--- src/rtl/asram_pkg.sv ---
`timescale 1ns/1ps
package asram_pkg;

   typedef enum logic [2:0] {
      S_IDLE   = 3'd0,
      S_TURN   = 3'd1,
      S_WPULSE = 3'd2,
      S_WREC   = 3'd3,
      S_RACC   = 3'd4
   } seq_state_e;

   // nanoseconds to clock cycles, rounded up
   function automatic int cyc_ceil(input int ns, input int period_ps);
      return (ns * 1000 + period_ps - 1) / period_ps;
   endfunction

   function automatic int max3(input int a, input int b, input int c);
      int m;
      m = (a > b) ? a : b;
      return (m > c) ? m : c;
   endfunction

endpackage

--- src/rtl/asram_seq.sv ---
`timescale 1ns/1ps
module asram_seq
   import asram_pkg::*;
#(
   parameter int PULSE_CYC = 12,
   parameter int REC_CYC   = 2,
   parameter int ACC_CYC   = 14,
   parameter int TURN_CYC  = 5,
   parameter int CNT_W     = 5
) (
   input  logic       clk,
   input  logic       rst_n,
   input  logic       req,
   input  logic       wr,
   output logic       rdy,
   output seq_state_e st,
   output logic       load,
   output logic       rd_fire,
   output logic       cs1_n,
   output logic       cs2,
   output logic       we_n,
   output logic       oe_n
);

   localparam logic [CNT_W-1:0] PULSE_LD = CNT_W'(PULSE_CYC - 1);
   localparam logic [CNT_W-1:0] REC_LD   = CNT_W'(REC_CYC - 1);
   localparam logic [CNT_W-1:0] ACC_LD   = CNT_W'(ACC_CYC - 1);
   localparam logic [CNT_W-1:0] TURN_LD  = CNT_W'(TURN_CYC - 1);

   seq_state_e       st_q;
   logic [CNT_W-1:0] cnt_q;
   logic             after_rd_q;
   logic             cnt_zero;
   logic             chip_on;

   assign cnt_zero = (cnt_q == '0);
   assign load     = req && (st_q == S_IDLE);
   assign rd_fire  = (st_q == S_RACC) && cnt_zero;

   always_ff @(posedge clk or negedge rst_n) begin
      if (!rst_n) begin
         st_q       <= S_IDLE;
         cnt_q      <= '0;
         after_rd_q <= 1'b0;
      end else begin
         unique case (st_q)
            S_IDLE: begin
               if (req) begin
                  if (wr) begin
                     after_rd_q <= 1'b0;
                     if (after_rd_q) begin
                        st_q  <= S_TURN;
                        cnt_q <= TURN_LD;
                     end else begin
                        st_q  <= S_WPULSE;
                        cnt_q <= PULSE_LD;
                     end
                  end else begin
                     st_q  <= S_RACC;
                     cnt_q <= ACC_LD;
                  end
               end
            end
            S_TURN: begin
               if (cnt_zero) begin
                  st_q  <= S_WPULSE;
                  cnt_q <= PULSE_LD;
               end else begin
                  cnt_q <= cnt_q - 1'b1;
               end
            end
            S_WPULSE: begin
               if (cnt_zero) begin
                  st_q  <= S_WREC;
                  cnt_q <= REC_LD;
               end else begin
                  cnt_q <= cnt_q - 1'b1;
               end
            end
            S_WREC: begin
               if (cnt_zero) st_q <= S_IDLE;
               else          cnt_q <= cnt_q - 1'b1;
            end
            S_RACC: begin
               if (cnt_zero) begin
                  st_q       <= S_IDLE;
                  after_rd_q <= 1'b1;
               end else begin
                  cnt_q <= cnt_q - 1'b1;
               end
            end
            default: st_q <= S_IDLE;
         endcase
      end
   end

   assign st      = st_q;
   assign rdy     = (st_q == S_IDLE);
   assign chip_on = (st_q == S_WPULSE) || (st_q == S_WREC) || (st_q == S_RACC);
   assign cs1_n   = !chip_on;
   assign cs2     = chip_on;
   assign we_n    = (st_q != S_WPULSE);
   assign oe_n    = (st_q != S_RACC);

   // length of the current write-enable low run
   logic [CNT_W-1:0] we_run_q;
   always_ff @(posedge clk or negedge rst_n) begin
      if (!rst_n)     we_run_q <= '0;
      else if (!we_n) we_run_q <= we_run_q + 1'b1;
      else            we_run_q <= '0;
   end

   p_rdy_drop_r4: assert property (@(posedge clk) disable iff (!rst_n)
      (req && rdy) |=> !rdy);
   p_we_needs_select_r2: assert property (@(posedge clk) disable iff (!rst_n)
      !we_n |-> (!cs1_n && cs2));
   p_we_len_r2: assert property (@(posedge clk) disable iff (!rst_n)
      $rose(we_n) |-> (we_run_q == CNT_W'(PULSE_CYC)));
   p_oe_we_excl_r5: assert property (@(posedge clk) disable iff (!rst_n)
      !oe_n |-> we_n);

endmodule

--- src/rtl/asram_lanes.sv ---
`timescale 1ns/1ps
module asram_lanes
   import asram_pkg::*;
#(
   parameter int DATA_W = 16,
   parameter int LANES  = DATA_W / 8
) (
   input  logic              clk,
   input  logic              rst_n,
   input  logic              load,
   input  logic [LANES-1:0]  be_in,
   input  seq_state_e        st,
   input  logic [DATA_W-1:0] raw_in,
   output logic [LANES-1:0]  lane_n,
   output logic [DATA_W-1:0] masked
);

   logic [LANES-1:0] be_q;
   logic             lanes_on;

   always_ff @(posedge clk or negedge rst_n) begin
      if (!rst_n)    be_q <= '0;
      else if (load) be_q <= be_in;
   end

   assign lanes_on = (st == S_WPULSE) || (st == S_WREC) || (st == S_RACC);

   for (genvar g = 0; g < LANES; g++) begin : g_lane
      assign lane_n[g]          = !(be_q[g] && lanes_on);
      assign masked[g*8 +: 8]   = be_q[g] ? raw_in[g*8 +: 8] : 8'h00;
   end

   p_lanes_idle_r1: assert property (@(posedge clk) disable iff (!rst_n)
      (st == S_IDLE) |-> (&lane_n));

endmodule

--- src/rtl/asram_datapath.sv ---
`timescale 1ns/1ps
module asram_datapath
   import asram_pkg::*;
#(
   parameter int ADDR_W = 18,
   parameter int DATA_W = 16
) (
   input  logic              clk,
   input  logic              rst_n,
   input  logic              load,
   input  logic [ADDR_W-1:0] addr_in,
   input  logic [DATA_W-1:0] wdata_in,
   input  seq_state_e        st,
   input  logic              rd_fire,
   input  logic [DATA_W-1:0] rd_in,
   output logic [ADDR_W-1:0] mem_addr,
   output logic [DATA_W-1:0] dq_o,
   output logic              dq_oe,
   output logic [DATA_W-1:0] rdata,
   output logic              rvalid
);

   logic [ADDR_W-1:0] addr_q;
   logic [DATA_W-1:0] wdata_q;
   logic [DATA_W-1:0] rdata_q;
   logic              rvalid_q;

   always_ff @(posedge clk or negedge rst_n) begin
      if (!rst_n) begin
         addr_q  <= '0;
         wdata_q <= '0;
      end else if (load) begin
         addr_q  <= addr_in;
         wdata_q <= wdata_in;
      end
   end

   always_ff @(posedge clk or negedge rst_n) begin
      if (!rst_n) begin
         rdata_q  <= '0;
         rvalid_q <= 1'b0;
      end else begin
         rvalid_q <= rd_fire;
         if (rd_fire) rdata_q <= rd_in;
      end
   end

   assign mem_addr = addr_q;
   assign dq_o     = wdata_q;
   assign dq_oe    = (st == S_WPULSE) || (st == S_WREC);
   assign rdata    = rdata_q;
   assign rvalid   = rvalid_q;

   p_rvalid_pulse_r5: assert property (@(posedge clk) disable iff (!rst_n)
      rvalid |=> !rvalid);
   p_addr_hold_r2: assert property (@(posedge clk) disable iff (!rst_n)
      (dq_oe && $past(dq_oe)) |-> $stable(mem_addr));

endmodule

--- src/rtl/asram_ctrl.sv ---
`timescale 1ns/1ps
module asram_ctrl
   import asram_pkg::*;
#(
   parameter int ADDR_W        = 18,
   parameter int DATA_W        = 16,
   parameter int CLK_PERIOD_PS = 5000,
   parameter int SPEED_GRADE   = 70
) (
   input  logic              clk,
   input  logic              rst_n,
   input  logic              host_req,
   input  logic              host_wr,
   input  logic [ADDR_W-1:0] host_addr,
   input  logic [DATA_W-1:0] host_wdata,
   input  logic [1:0]        host_be,
   output logic              host_rdy,
   output logic [DATA_W-1:0] host_rdata,
   output logic              host_rvalid,
   output logic [ADDR_W-1:0] mem_addr,
   output logic              mem_cs1_n,
   output logic              mem_cs2,
   output logic              mem_we_n,
   output logic              mem_oe_n,
   output logic              mem_lb_n,
   output logic              mem_ub_n,
   output logic [DATA_W-1:0] mem_dq_o,
   output logic              mem_dq_oe,
   input  logic [DATA_W-1:0] mem_dq_i
);

   localparam bit FAST = (SPEED_GRADE == 55);
   localparam int NS_WC  = FAST ? 55 : 70;
   localparam int NS_WP  = FAST ? 40 : 50;
   localparam int NS_DW  = FAST ? 25 : 30;
   localparam int NS_AW  = FAST ? 50 : 60;
   localparam int NS_RC  = FAST ? 55 : 70;
   localparam int NS_AA  = FAST ? 55 : 70;
   localparam int NS_OE  = FAST ? 35 : 40;
   localparam int NS_HZ  = FAST ? 20 : 25;
   localparam int LANES  = DATA_W / 8;

   localparam int PULSE_CYC = max3(cyc_ceil(NS_WP, CLK_PERIOD_PS),
                                   cyc_ceil(NS_AW, CLK_PERIOD_PS),
                                   cyc_ceil(NS_DW, CLK_PERIOD_PS));
   localparam int WC_CYC    = cyc_ceil(NS_WC, CLK_PERIOD_PS);
   localparam int REC_CYC   = (WC_CYC > PULSE_CYC) ? (WC_CYC - PULSE_CYC) : 1;
   localparam int ACC_CYC   = max3(cyc_ceil(NS_RC, CLK_PERIOD_PS),
                                   cyc_ceil(NS_AA, CLK_PERIOD_PS),
                                   cyc_ceil(NS_OE, CLK_PERIOD_PS));
   localparam int TURN_CYC  = cyc_ceil(NS_HZ, CLK_PERIOD_PS);
   localparam int MAX_CYC   = max3(PULSE_CYC, ACC_CYC, max3(REC_CYC, TURN_CYC, 1));
   localparam int CNT_W     = $clog2(MAX_CYC + 1);

   initial begin
      a_grade_ok: assert (SPEED_GRADE == 55 || SPEED_GRADE == 70)
         else $error("speed grade must be 55 or 70");
      a_width_ok: assert (DATA_W == 16 && LANES == 2)
         else $error("two byte lanes of 8 bits required");
      a_period_ok: assert (CLK_PERIOD_PS > 0)
         else $error("clock period must be positive");
   end

   seq_state_e        st;
   logic              load;
   logic              rd_fire;
   logic [LANES-1:0]  lane_n;
   logic [DATA_W-1:0] rd_masked;

   asram_seq #(
      .PULSE_CYC (PULSE_CYC),
      .REC_CYC   (REC_CYC),
      .ACC_CYC   (ACC_CYC),
      .TURN_CYC  (TURN_CYC),
      .CNT_W     (CNT_W)
   ) u_seq (
      .clk     (clk),
      .rst_n   (rst_n),
      .req     (host_req),
      .wr      (host_wr),
      .rdy     (host_rdy),
      .st      (st),
      .load    (load),
      .rd_fire (rd_fire),
      .cs1_n   (mem_cs1_n),
      .cs2     (mem_cs2),
      .we_n    (mem_we_n),
      .oe_n    (mem_oe_n)
   );

   asram_lanes #(
      .DATA_W (DATA_W),
      .LANES  (LANES)
   ) u_lanes (
      .clk    (clk),
      .rst_n  (rst_n),
      .load   (load),
      .be_in  (host_be),
      .st     (st),
      .raw_in (mem_dq_i),
      .lane_n (lane_n),
      .masked (rd_masked)
   );

   assign mem_lb_n = lane_n[0];
   assign mem_ub_n = lane_n[1];

   asram_datapath #(
      .ADDR_W (ADDR_W),
      .DATA_W (DATA_W)
   ) u_dp (
      .clk      (clk),
      .rst_n    (rst_n),
      .load     (load),
      .addr_in  (host_addr),
      .wdata_in (host_wdata),
      .st       (st),
      .rd_fire  (rd_fire),
      .rd_in    (rd_masked),
      .mem_addr (mem_addr),
      .dq_o     (mem_dq_o),
      .dq_oe    (mem_dq_oe),
      .rdata    (host_rdata),
      .rvalid   (host_rvalid)
   );

   // cycles since output enable was last low, saturating at the release time
   logic [CNT_W-1:0] oe_quiet_q;
   always_ff @(posedge clk or negedge rst_n) begin
      if (!rst_n)                              oe_quiet_q <= CNT_W'(TURN_CYC);
      else if (!mem_oe_n)                      oe_quiet_q <= '0;
      else if (oe_quiet_q < CNT_W'(TURN_CYC))  oe_quiet_q <= oe_quiet_q + 1'b1;
   end

   p_drive_no_oe_r3: assert property (@(posedge clk) disable iff (!rst_n)
      mem_dq_oe |-> mem_oe_n);
   p_turn_gap_r7: assert property (@(posedge clk) disable iff (!rst_n)
      $rose(mem_dq_oe) |-> (oe_quiet_q >= CNT_W'(TURN_CYC)));

endmodule

--- config.mk ---
export PLATFORM = sky130hd
export DESIGN_NAME = asram_ctrl
export DESIGN_NICKNAME = d
export VERILOG_FILES = /design/src/rtl/asram_pkg.sv /design/src/rtl/asram_seq.sv /design/src/rtl/asram_lanes.sv /design/src/rtl/asram_datapath.sv /design/src/rtl/asram_ctrl.sv
export SDC_FILE = /design/constraint.sdc
export NUM_CORES = 1
export LEC_CHECK = 0
export ABC_CLOCK_PERIOD_IN_PS = 4800
export BUFFER_PORTS_ARGS = -buffer_cell sky130_fd_sc_hd__buf_2
export CORE_AREA = 4 4 95 97
export CTS_CLUSTER_SIZE = 8
export DETAILED_ROUTE_END_ITERATION = 6
export DIE_AREA = 0 0 99 101
export GPL_TIMING_DRIVEN = 0
export PLACE_DENSITY = 0.72
export SYNTH_ARGS = -nofsm -noshare
export SYNTH_HDL_FRONTEND = slang
export SYNTH_SLANG_ARGS = --single-unit
export TNS_END_PERCENT = 10
--- constraint.sdc ---
create_clock -name clk -period 4.8 [get_ports clk]
set_input_delay 0.48 -clock clk [delete_from_list [all_inputs] [get_ports clk]]
set_output_delay 0.48 -clock clk [all_outputs]
set_load 0.02 [all_outputs]
==> results.yml <==
clocking:
  clock-sinks: 61
  cts_tree: "done"
  clk_latency_ns: 0.34
  post_cts_buffers: 0
  cts.htree.levels: 3
  tritoncts.num_buffers: 9
  ctsHoldBuffers: 0
  ctsResizeCount: 0
  clockBufferDepth: 2
  clock-root-buffer: "clkbuf_8"
  clk_pin_slew_ns: 0.08
sta:
  worst_pin_slew_ns: 0.771
  period_minus_slack_ns: 2.34
  fmax_ghz: 0.426
  rsz0062_at_grt: "false"
  relSlewSlack: 0.486
  finalCritPeriodShare: 0.489
  slew_viol_final: 0
  clock_skew_ns: 0.00971
  timing.hold.ws_ns: 0.223
  hold_viol: 0
  finalSetupViolations: 0
  setup-tns-final_ns: 0
power_and_ir_drop:
  power_density_mw_per_mm2: 670
  ir_worst_vdd_mv: 0.286
  cellLeakagePower_nw: 1.87
  total_power_mw: 2.51
yosys:
  synthCells: 235
  synth_cell_types: 51
  async_reset_ff_frac: 1.00
  ys_seq_area_frac: 0.540
  synth-edff-count: 0
  ys_seq_elements: 61
  ys.flop_type: "dfrtp_1"
  synth.cell_area_sq_mm: 0.00283
  syn_area_per_cell_sq_um: 12.0
  synth_fp_nets: 293
  ys.warnings.count: 0
critical_path:
  crit_required_ns: 4.32
  critPathMaxFanout: 10
  worstPathArrival_ns: 1.86
  crit_type: "register to primary output"
  cp-start-kind: "register"
  rr_worst_depth: 7
  endpoint_kind: "primary output"
run_status:
  status: "finished, final reports clean"
die:
  die_h_um: 101
  num_rows: 33
  initial_utilization: 0.347
  die-area_sq_mm: 0.0100
  core_sq_mm: 0.00813
  die_x_um: 99
  ios: 115
finish:
  final_layout_size_suffix_gt1_frac: 0.496
  num_antenna_cells: 0
  final_nets: 418
  design_area_sq_mm: 0.00375
  nFillCells: 790
  area_growth_pct: 32.8
  post-route-util: 0.461
global_route:
  grt_pass1_vias: 2295
  grt_max_degree: 62
  grt-ovfl-total: 0
  grt_usage: 0.142
  antenna_found_initial: 0
  grt_pass1_wl_um: 11300
routing:
  first_pass_iters: 4
  drt_wl_total_um: 7020
  ant_nets: 0
  dr.first_iter.drc_count: 142
  vias: 2254
  wl_per_cell_um: 14.9
  viasPerCell: 4.80
  drc: 0
place:
  routabilityCongestion: 0.870
  hpwl_um: 5090
  portBuffers: 114
  placed_area_sq_mm: 0.00353
flow_run:
  max_cap_viol_count: 0
hold_path:
  worstHoldPathType: "input port to async pin"
==> cell usage in the layout, fill, tap and decap left out, types with 2 or more instances in the layout <==
master        n
buf_4         2
and2_1        3
nor2_1        7
a21oi_1       3
bufinv_16     2
buf_1         2
dfrtp_1      61
clkbuf_1      4
a32oi_1       2
o221ai_1      2
nand2_1      39
mux2i_1       2
nor4_1        2
inv_6         2
ha_1          2
buf_6         4
clkinvlp_4    2
mux2_4       29
clkbuf_8      9
inv_1         8
mux2_2        7
o21ai_0      18
a221oi_1      2
buf_2       116
nor2b_1       3
a2bb2oi_1     2
==> sequential cells by signal, summed over array words and instances (netlist names) <==
signal / flops
u_lanes.be_q: 2
u_seq.cnt_q: 4
u_seq.after_rd_q: 1
u_seq.st: 3
u_dp.rvalid: 1
u_dp.mem_addr: 18
u_dp.rdata: 16
u_dp.dq_o: 16
==> synth_stat cells, types with 3 or more instances <==
master | number | share of area
a21oi_1 | 3 | 0.0053
nor2b_1 | 3 | 0.0066
o21ai_0 | 18 | 0.032
nor2_1 | 7 | 0.0093
clkbuf_1 | 4 | 0.0053
nand2_1 | 39 | 0.052
inv_1 | 8 | 0.011
buf_6 | 4 | 0.016
buf_2 | 3 | 0.0053
and2_1 | 3 | 0.0066
dfrtp_1 | 61 | 0.54
mux2_2 | 7 | 0.028
mux2_4 | 29 | 0.15
==> metal layers <==
layer,share of wire,wire length (um),global-route usage,vias to the layer above
li1,-,-,-,1065
met3,0.084,593,0.0505,9
met4,0.014,99,0.0504,0
met2,0.46,3240,0.210,98
met1,0.44,3090,0.194,1082
met5,0,0,0,-
==> final cells by class <==
class	count	area, sq um	share of cell area
multi-input cells	151	1180	0.313
flip-flops and latches	61	1530	0.407
inverters	9	33.8	0.00900
repair buffers	114	573	0.153
clock buffers	9	124	0.0330
clock inverters	7	97.6	0.0260
plain buffers	14	90.1	0.0240
well taps	105	131	0.0350
==> cells by family (layout without fill, tap and decap cells) <==
| family | count (synthesis) | count (layout) | share of synthesized area |
|---|---|---|---|
| compound gates | 40 | 40 | 0.0930 |
| xor+xnor | 1 | 1 | 0.00310 |
| fa+ha+maj | 2 | 2 | 0.00885 |
| buf+inv | 23 | 153 | 0.0438 |
| flops | 61 | 61 | 0.540 |
| mux | 38 | 38 | 0.189 |
| simple gates | 70 | 70 | 0.122 |
==> worst paths after layout <==
kind	from	to	slack, ns
min in group clk	host_wdata[15]	u_dp.dq_o[15]$_DFFE_PN0P_	0.36
worst max register to register	u_seq.cnt_q[0]$_DFFE_PN0P_	u_seq.cnt_q[3]$_DFFE_PN0P_	2.80
max in group asynchronous	rst_n	u_dp.dq_o[13]$_DFFE_PN0P_	4.07
worst max-delay path	u_seq.st[1]$_DFFE_PN0P_	mem_ub_n	2.46
worst min register to register	u_dp.rdata[10]$_DFFE_PN0P_	u_dp.rdata[10]$_DFFE_PN0P_	0.48
worst min-delay path	rst_n	u_seq.cnt_q[0]$_DFFE_PN0P_	0.22
==> per-stage QoR <==
stage / setup slack [ns] / cells
2_1_floorplan: 2.76 / 235
3_3_place_gp: 2.79 / 454
3_5_place_dp: 2.82 / 454
4_1_cts: 2.45 / 470
5_1_grt: 2.33 / 470
6_report: 2.46 / 470
==> critical path: stages (launching register included) <==
cell and delay, ns:
dfrtp_1 0.46, clkbuf_1 0.26, nor2b_1 0.21, or2_2 0.34
nand2_1 0.09, buf_2 0.17
==> report_power, final <==
group	switching, mW	internal, mW
clock network	0.220	0.295
registers	0.134	0.724
logic	0.618	0.524
total	0.972	1.54
(Power assumes the default switching activity.)
